## config.mk

```make
export PLATFORM = sky130hd
export DESIGN_NAME = vec_cmp_trunc
export DESIGN_NICKNAME = d
export VERILOG_FILES = /design/src/rtl/vcmp_pkg.sv /design/src/rtl/vcmp_compare.sv /design/src/rtl/vcmp_test.sv /design/src/rtl/vcmp_step.sv /design/src/rtl/vec_cmp_trunc.sv
export SDC_FILE = /design/constraint.sdc
export NUM_CORES = 1
export LEC_CHECK = 0
export BUFFER_PORTS_ARGS = -buffer_cell sky130_fd_sc_hd__clkbuf_2
export CAP_MARGIN = 10
export CORE_AREA = 2 2 138 73
export DETAILED_ROUTE_END_ITERATION = 8
export DIE_AREA = 0 0 140 75
export PLACE_DENSITY = 0.68
export RECOVER_POWER = 100
export SETUP_SLACK_MARGIN = 0.02
export SLEW_MARGIN = 20
export SYNTH_ARGS = -nofsm -noshare
export SYNTH_HDL_FRONTEND = slang
export SYNTH_HIERARCHICAL = 1
export SYNTH_SLANG_ARGS = --single-unit
```

## constraint.sdc

```tcl
create_clock -name clk -period 3.4 [get_ports clk]
set_input_delay 0.85 -clock clk [delete_from_list [all_inputs] [get_ports clk]]
set_output_delay 0.85 -clock clk [all_outputs]
set_load 0.02 [all_outputs]
```

## src/rtl/vcmp_pkg.sv

```systemverilog
package vcmp_pkg;

    // condition field, MSB first: less, greater, equal, sticky overflow
    typedef struct packed {
        logic lt;
        logic gt;
        logic eq;
        logic so;
    } cond_t;

    typedef enum logic [1:0] {
        PICK_LT = 2'd0,
        PICK_GT = 2'd1,
        PICK_EQ = 2'd2,
        PICK_SO = 2'd3
    } pick_e;

    typedef enum logic {
        ST_IDLE = 1'b0,
        ST_RUN  = 1'b1
    } phase_e;

endpackage

```

## src/rtl/vcmp_compare.sv

```systemverilog
module vcmp_compare #(
    parameter int XLEN = 32
) (
    input  logic [XLEN-1:0]      elem,
    input  logic [XLEN-1:0]      imm,
    input  logic                 so_in,
    output vcmp_pkg::cond_t      cond
);
    always_comb begin
        cond.lt = $signed(elem) <  $signed(imm);
        cond.gt = $signed(elem) >  $signed(imm);
        cond.eq = elem == imm;
        cond.so = so_in;
    end
endmodule

```

## src/rtl/vcmp_test.sv

```systemverilog
module vcmp_test (
    input  vcmp_pkg::cond_t cond,
    input  logic [1:0]      sel,
    input  logic            sense,
    output logic            fail
);
    import vcmp_pkg::*;
    logic picked;

    always_comb begin
        case (pick_e'(sel))
            PICK_LT: picked = cond.lt;
            PICK_GT: picked = cond.gt;
            PICK_EQ: picked = cond.eq;
            default: picked = cond.so;
        endcase
        fail = picked != sense;
    end
endmodule

```

## src/rtl/vcmp_step.sv

```systemverilog
module vcmp_step #(
    parameter int W = 5
) (
    input  logic [W-1:0] cur,
    input  logic         advance,
    output logic [W-1:0] nxt
);
    // wraps modulo 2**W
    assign nxt = advance ? cur + W'(1) : cur;
endmodule

```

## src/rtl/vec_cmp_trunc.sv

```systemverilog
module vec_cmp_trunc #(
    parameter int XLEN = 32,
    parameter int NREG = 32,
    parameter int NCF  = 8,
    parameter int VLW  = 6
) (
    input  logic                     clk,
    input  logic                     rst_n,
    input  logic                     start,
    input  logic [$clog2(NREG)-1:0]  src_base,
    input  logic [$clog2(NCF)-1:0]   dst_base,
    input  logic                     src_vec,
    input  logic                     dst_vec,
    input  logic [XLEN-1:0]          imm,
    input  logic [VLW-1:0]           vl_in,
    input  logic [1:0]               test_sel,
    input  logic                     test_sense,
    input  logic                     incl_mode,
    input  logic                     so_in,
    output logic [$clog2(NREG)-1:0]  rf_raddr,
    input  logic [XLEN-1:0]          rf_rdata,
    output logic                     cf_we,
    output logic [$clog2(NCF)-1:0]   cf_waddr,
    output logic [3:0]               cf_wdata,
    output logic [VLW-1:0]           vl_out,
    output logic                     done
);
    import vcmp_pkg::*;

    localparam int RW = $clog2(NREG);
    localparam int CW = $clog2(NCF);

    typedef struct packed {
        phase_e          phase;
        logic [RW-1:0]   sidx;
        logic [CW-1:0]   didx;
        logic [VLW-1:0]  elem;
        logic [VLW-1:0]  lim;
        logic [VLW-1:0]  vl;
        logic            src_vec;
        logic            dst_vec;
        logic [XLEN-1:0] imm;
        logic [1:0]      sel;
        logic            sense;
        logic            incl;
        logic            done;
    } regs_t;

    regs_t r_d, r_q;
    cond_t cond;
    logic  fail;
    logic  last;
    logic [RW-1:0] sidx_nxt;
    logic [CW-1:0] didx_nxt;

    vcmp_compare #(.XLEN(XLEN)) u_cmp (
        .elem  (rf_rdata),
        .imm   (r_q.imm),
        .so_in (so_in),
        .cond  (cond)
    );

    vcmp_test u_test (
        .cond  (cond),
        .sel   (r_q.sel),
        .sense (r_q.sense),
        .fail  (fail)
    );

    vcmp_step #(.W(RW)) u_src_step (
        .cur     (r_q.sidx),
        .advance (r_q.src_vec),
        .nxt     (sidx_nxt)
    );

    vcmp_step #(.W(CW)) u_dst_step (
        .cur     (r_q.didx),
        .advance (r_q.dst_vec),
        .nxt     (didx_nxt)
    );

    assign last = r_q.elem == r_q.lim - VLW'(1);

    always_comb begin
        r_d      = r_q;
        r_d.done = 1'b0;
        case (r_q.phase)
            ST_IDLE: begin
                if (start) begin
                    r_d.sidx    = src_base;
                    r_d.didx    = dst_base;
                    r_d.elem    = '0;
                    r_d.lim     = vl_in;
                    r_d.vl      = vl_in;
                    r_d.src_vec = src_vec;
                    r_d.dst_vec = dst_vec;
                    r_d.imm     = imm;
                    r_d.sel     = test_sel;
                    r_d.sense   = test_sense;
                    r_d.incl    = incl_mode;
                    if (vl_in == '0) begin
                        r_d.done = 1'b1;
                    end else begin
                        r_d.phase = ST_RUN;
                    end
                end
            end
            default: begin
                if (fail) begin
                    r_d.vl    = r_q.incl ? r_q.elem + VLW'(1) : r_q.elem;
                    r_d.done  = 1'b1;
                    r_d.phase = ST_IDLE;
                end else if (last) begin
                    r_d.done  = 1'b1;
                    r_d.phase = ST_IDLE;
                end else begin
                    r_d.elem = r_q.elem + VLW'(1);
                    r_d.sidx = sidx_nxt;
                    r_d.didx = didx_nxt;
                end
            end
        endcase
    end

    always_ff @(posedge clk or negedge rst_n) begin
        if (!rst_n) begin
            r_q <= '0;
        end else begin
            r_q <= r_d;
        end
    end

    assign rf_raddr = r_q.sidx;
    assign cf_waddr = r_q.didx;
    assign cf_we    = r_q.phase == ST_RUN;
    assign cf_wdata = cond;
    assign vl_out   = r_q.vl;
    assign done     = r_q.done;

endmodule

```

==> metrics.cfg <==
[clocking]
cts_root_buf=clkbuf_16
cts.sinks=66
htree_levels=3
cts_tree=done
tritoncts.num_buffers=9
cts.path.max_buffers=2
clk_pin_slew_worst_paths_ns=0.05
insertion_delay_ns=0.33

[global_routing]
grt_overflow=0
grt_pass1_wl_um=17800
antenna_found_initial=0
grt_max_degree=67
grt_pass1_vias=3500
grt_usage=0.224

[synthesis]
synth_seq_cells=66
synth-edff-count=0
ys_seq_area_frac=0.409
synthDominantCellAreaShare=0.409
synth.distinct_cells=45
yosysMostFrequentCell=nand2_1
synth_area_leaders=dfrtp_1 (41%), nand2_1 (13%), ha_1 (11%), inv_1 (3.6%), buf_4 (2.8%)
avgSynthCellArea_um2=8.66
yosys_warnings=6
syn_area_um2=4040
async_flop_share=1.00
synth_common_cells=nand2_1 (145), dfrtp_1 (66), inv_1 (39)
synth_nets=591
synth_top_cell_by_area=dfrtp_1
synthFlopType=dfrtp_1
syn-instance-count=467

[floorplanning]
die_area_um2=10500
rows=25
io_pins=108
dieHeight_um=75
core_um2=9230
die_w_um=140
initial_utilization=0.438

[finish]
syn2layout_area_growth_pct=38.6
fin_cells=700
fill_cells=790
layout.nets=698
fin_area_um2=5600
drive_above_1_share=0.326
antenna_cells=0

[sta]
max_slew_margin=-0.127
fin_ws_ns=-0.247
finalSetupTns_ns=-3.27
worstMarginPinSlew_ns=1.69
timing.final.hold_violations=0
rsz0062_at_grt=true
skew_ns=0.00542
slew_viol_final=67
period_share=1.07
fmax_mhz=274
setup_viol=22
period_minus_slack_ns=3.65

[setup_path]
cp-start-kind=input pin
slowest_delay_ns=0.52
cp_cell_sequence=buf_6, ha_4, nand4_1, nor2_1, a221o_1, a211o_1, a21oi_4, mux2i_4, mux4_2, xor2_4, nor2b_4, nor2_4, a21o_4, a221o_1
worstSetupPathType=in -> reg
crit_top_cell=a221o_1
endpoint_kind=flip-flop
slowest_stage=mux4_2
crit_fanout=5
worstPathRequired_ns=3.60
arrival_ns=3.85

[drt]
drtIter0Drc=183
drc=10
wl_per_cell_um=16.0
ant_nets=0
wl_um=11200
via_per_inst=5.08
num_vias=3558
detail_route.first_pass.iterations=7

[placement]
gp_congestion=0.931
dp_hpwl_um=7900
portBuffers=107
placed_cells_incl_taps=683
placed_area_um2=4900
post-place-ws_ns=-0.837

[pwr]
vdd_drop_max_mv=0.473
p_per_area_nw_per_um2=997
p_leak_uw=0.00273

[run_status]
status=finished with violations
violations=design-rule violations, max-capacitance violations, max-slew violations, negative setup slack

[run]
drv_cap=1

[min_path]
hp-class=reg -> reg

==> report_power, final <==
| group | switching (uW) | internal, uW | leakage, uW |
|---|---|---|---|
| sequential | 339 | 1160 | 0.000821 |
| clock | 346 | 660 | 0.000156 |
| combinational | 1680 | 1400 | 0.00175 |
| total | 2370 | 3220 | 0.00273 |
==> critical path: cells and delay by family <==
family,cells,cell delay [ns]
buffers and inverters,1,0.10
AOI/OAI and AO/OA,5,1.36
xor gates and xnor gates,1,0.19
and+or+nand+nor,4,0.53
muxes,2,0.62
adders and majority gates,1,0.21
==> flip-flops by register name (all words and copies together), names as in the netlist <==
signal    cells
r_q          50
vl_out        6
rf_raddr      5
cf_waddr      3
cf_we         1
done          1
==> logic make-up after synthesis <==
| kind of cell | share of synthesized area |
|---|---|
| and+or+nand+nor | 0.210 |
| AOI/OAI and AO/OA | 0.121 |
| buffers and inverters | 0.0836 |
| DFF | 0.409 |
| adders and majority gates | 0.111 |
| xor gates and xnor gates | 0.0412 |
| muxes | 0.0244 |
==> layout make-up <==
cell class,instances,area [um2],area share
multi-input combinational,331,2580,0.461
sequential,66,1650,0.295
timing repair buffer,127,748,0.134
clock buffer,11,243,0.0433
tap,121,151,0.0270
inverter,39,146,0.0261
clock inverter,5,77.6,0.0138
==> metal layers <==
metal  part of all wire  global-route usage  vias up
li1                   -                   -     1782
met1               0.51               0.323     1633
met2               0.40               0.330      135
met3              0.085              0.0732        8
met4             0.0072              0.0561        0
met5                  0                   0        -
==> per-stage QoR <==
step / hold slack (ns) / total power (uW) / util
after global routing: 0.488 / 5980 / 0.607
final: 0.473 / 5590 / 0.607
after detailed placement: 0.462 / 3970 / 0.531
after global placement: 0.458 / 3870 / 0.531
after CTS: 0.476 / 5530 / 0.606
after floorplan: 0.446 / 3280 / -
==> path summary, 6_finish.rpt <==
kind	startpoint	end	slack [ns]	depth (start not counted)
worst max-delay path	rf_rdata[13]	rf_raddr[0]$_DFFE_PN0P_	-0.25	14
worst min-delay path	r_q[9]$_DFFE_PN0P_	r_q[9]$_DFFE_PN0P_	0.47	2
worst max register to register	r_q[18]$_DFFE_PN0P_	rf_raddr[0]$_DFFE_PN0P_	-0.11	14
worst min register to register	r_q[9]$_DFFE_PN0P_	r_q[9]$_DFFE_PN0P_	0.47	2
max in group asynchronous	rst_n	r_q[23]$_DFFE_PN0P_	1.32	2
min in group asynchronous	rst_n	r_q[19]$_DFFE_PN0P_	1.04	2
==> timing repair <==
action,CTS,global route
setup buffers,5,1
pin swaps,20,3
hold buffers,0,0
gates resized for setup,65,18
cloned,1,0
endpoints found under the setup margin,25,25
==> placed cells by master, fill, tap and decap left out, types with 4 or more instances in the layout <==
cell type / instances
and2_1: 9
buf_4: 12
o21ai_1: 9
nor2_1: 5
a21oi_2: 6
ha_1: 17
nand2_1: 142
a221o_1: 11
o21ai_0: 6
nand3_1: 5
nand4_1: 10
clkbuf_2: 85
buf_6: 8
xor2_1: 6
clkbuf_16: 9
xnor2_1: 12
ha_4: 19
dfrtp_1: 66
a21oi_1: 8
a21oi_4: 4
clkbuf_1: 17
inv_1: 38
(Power assumes the default switching activity.)
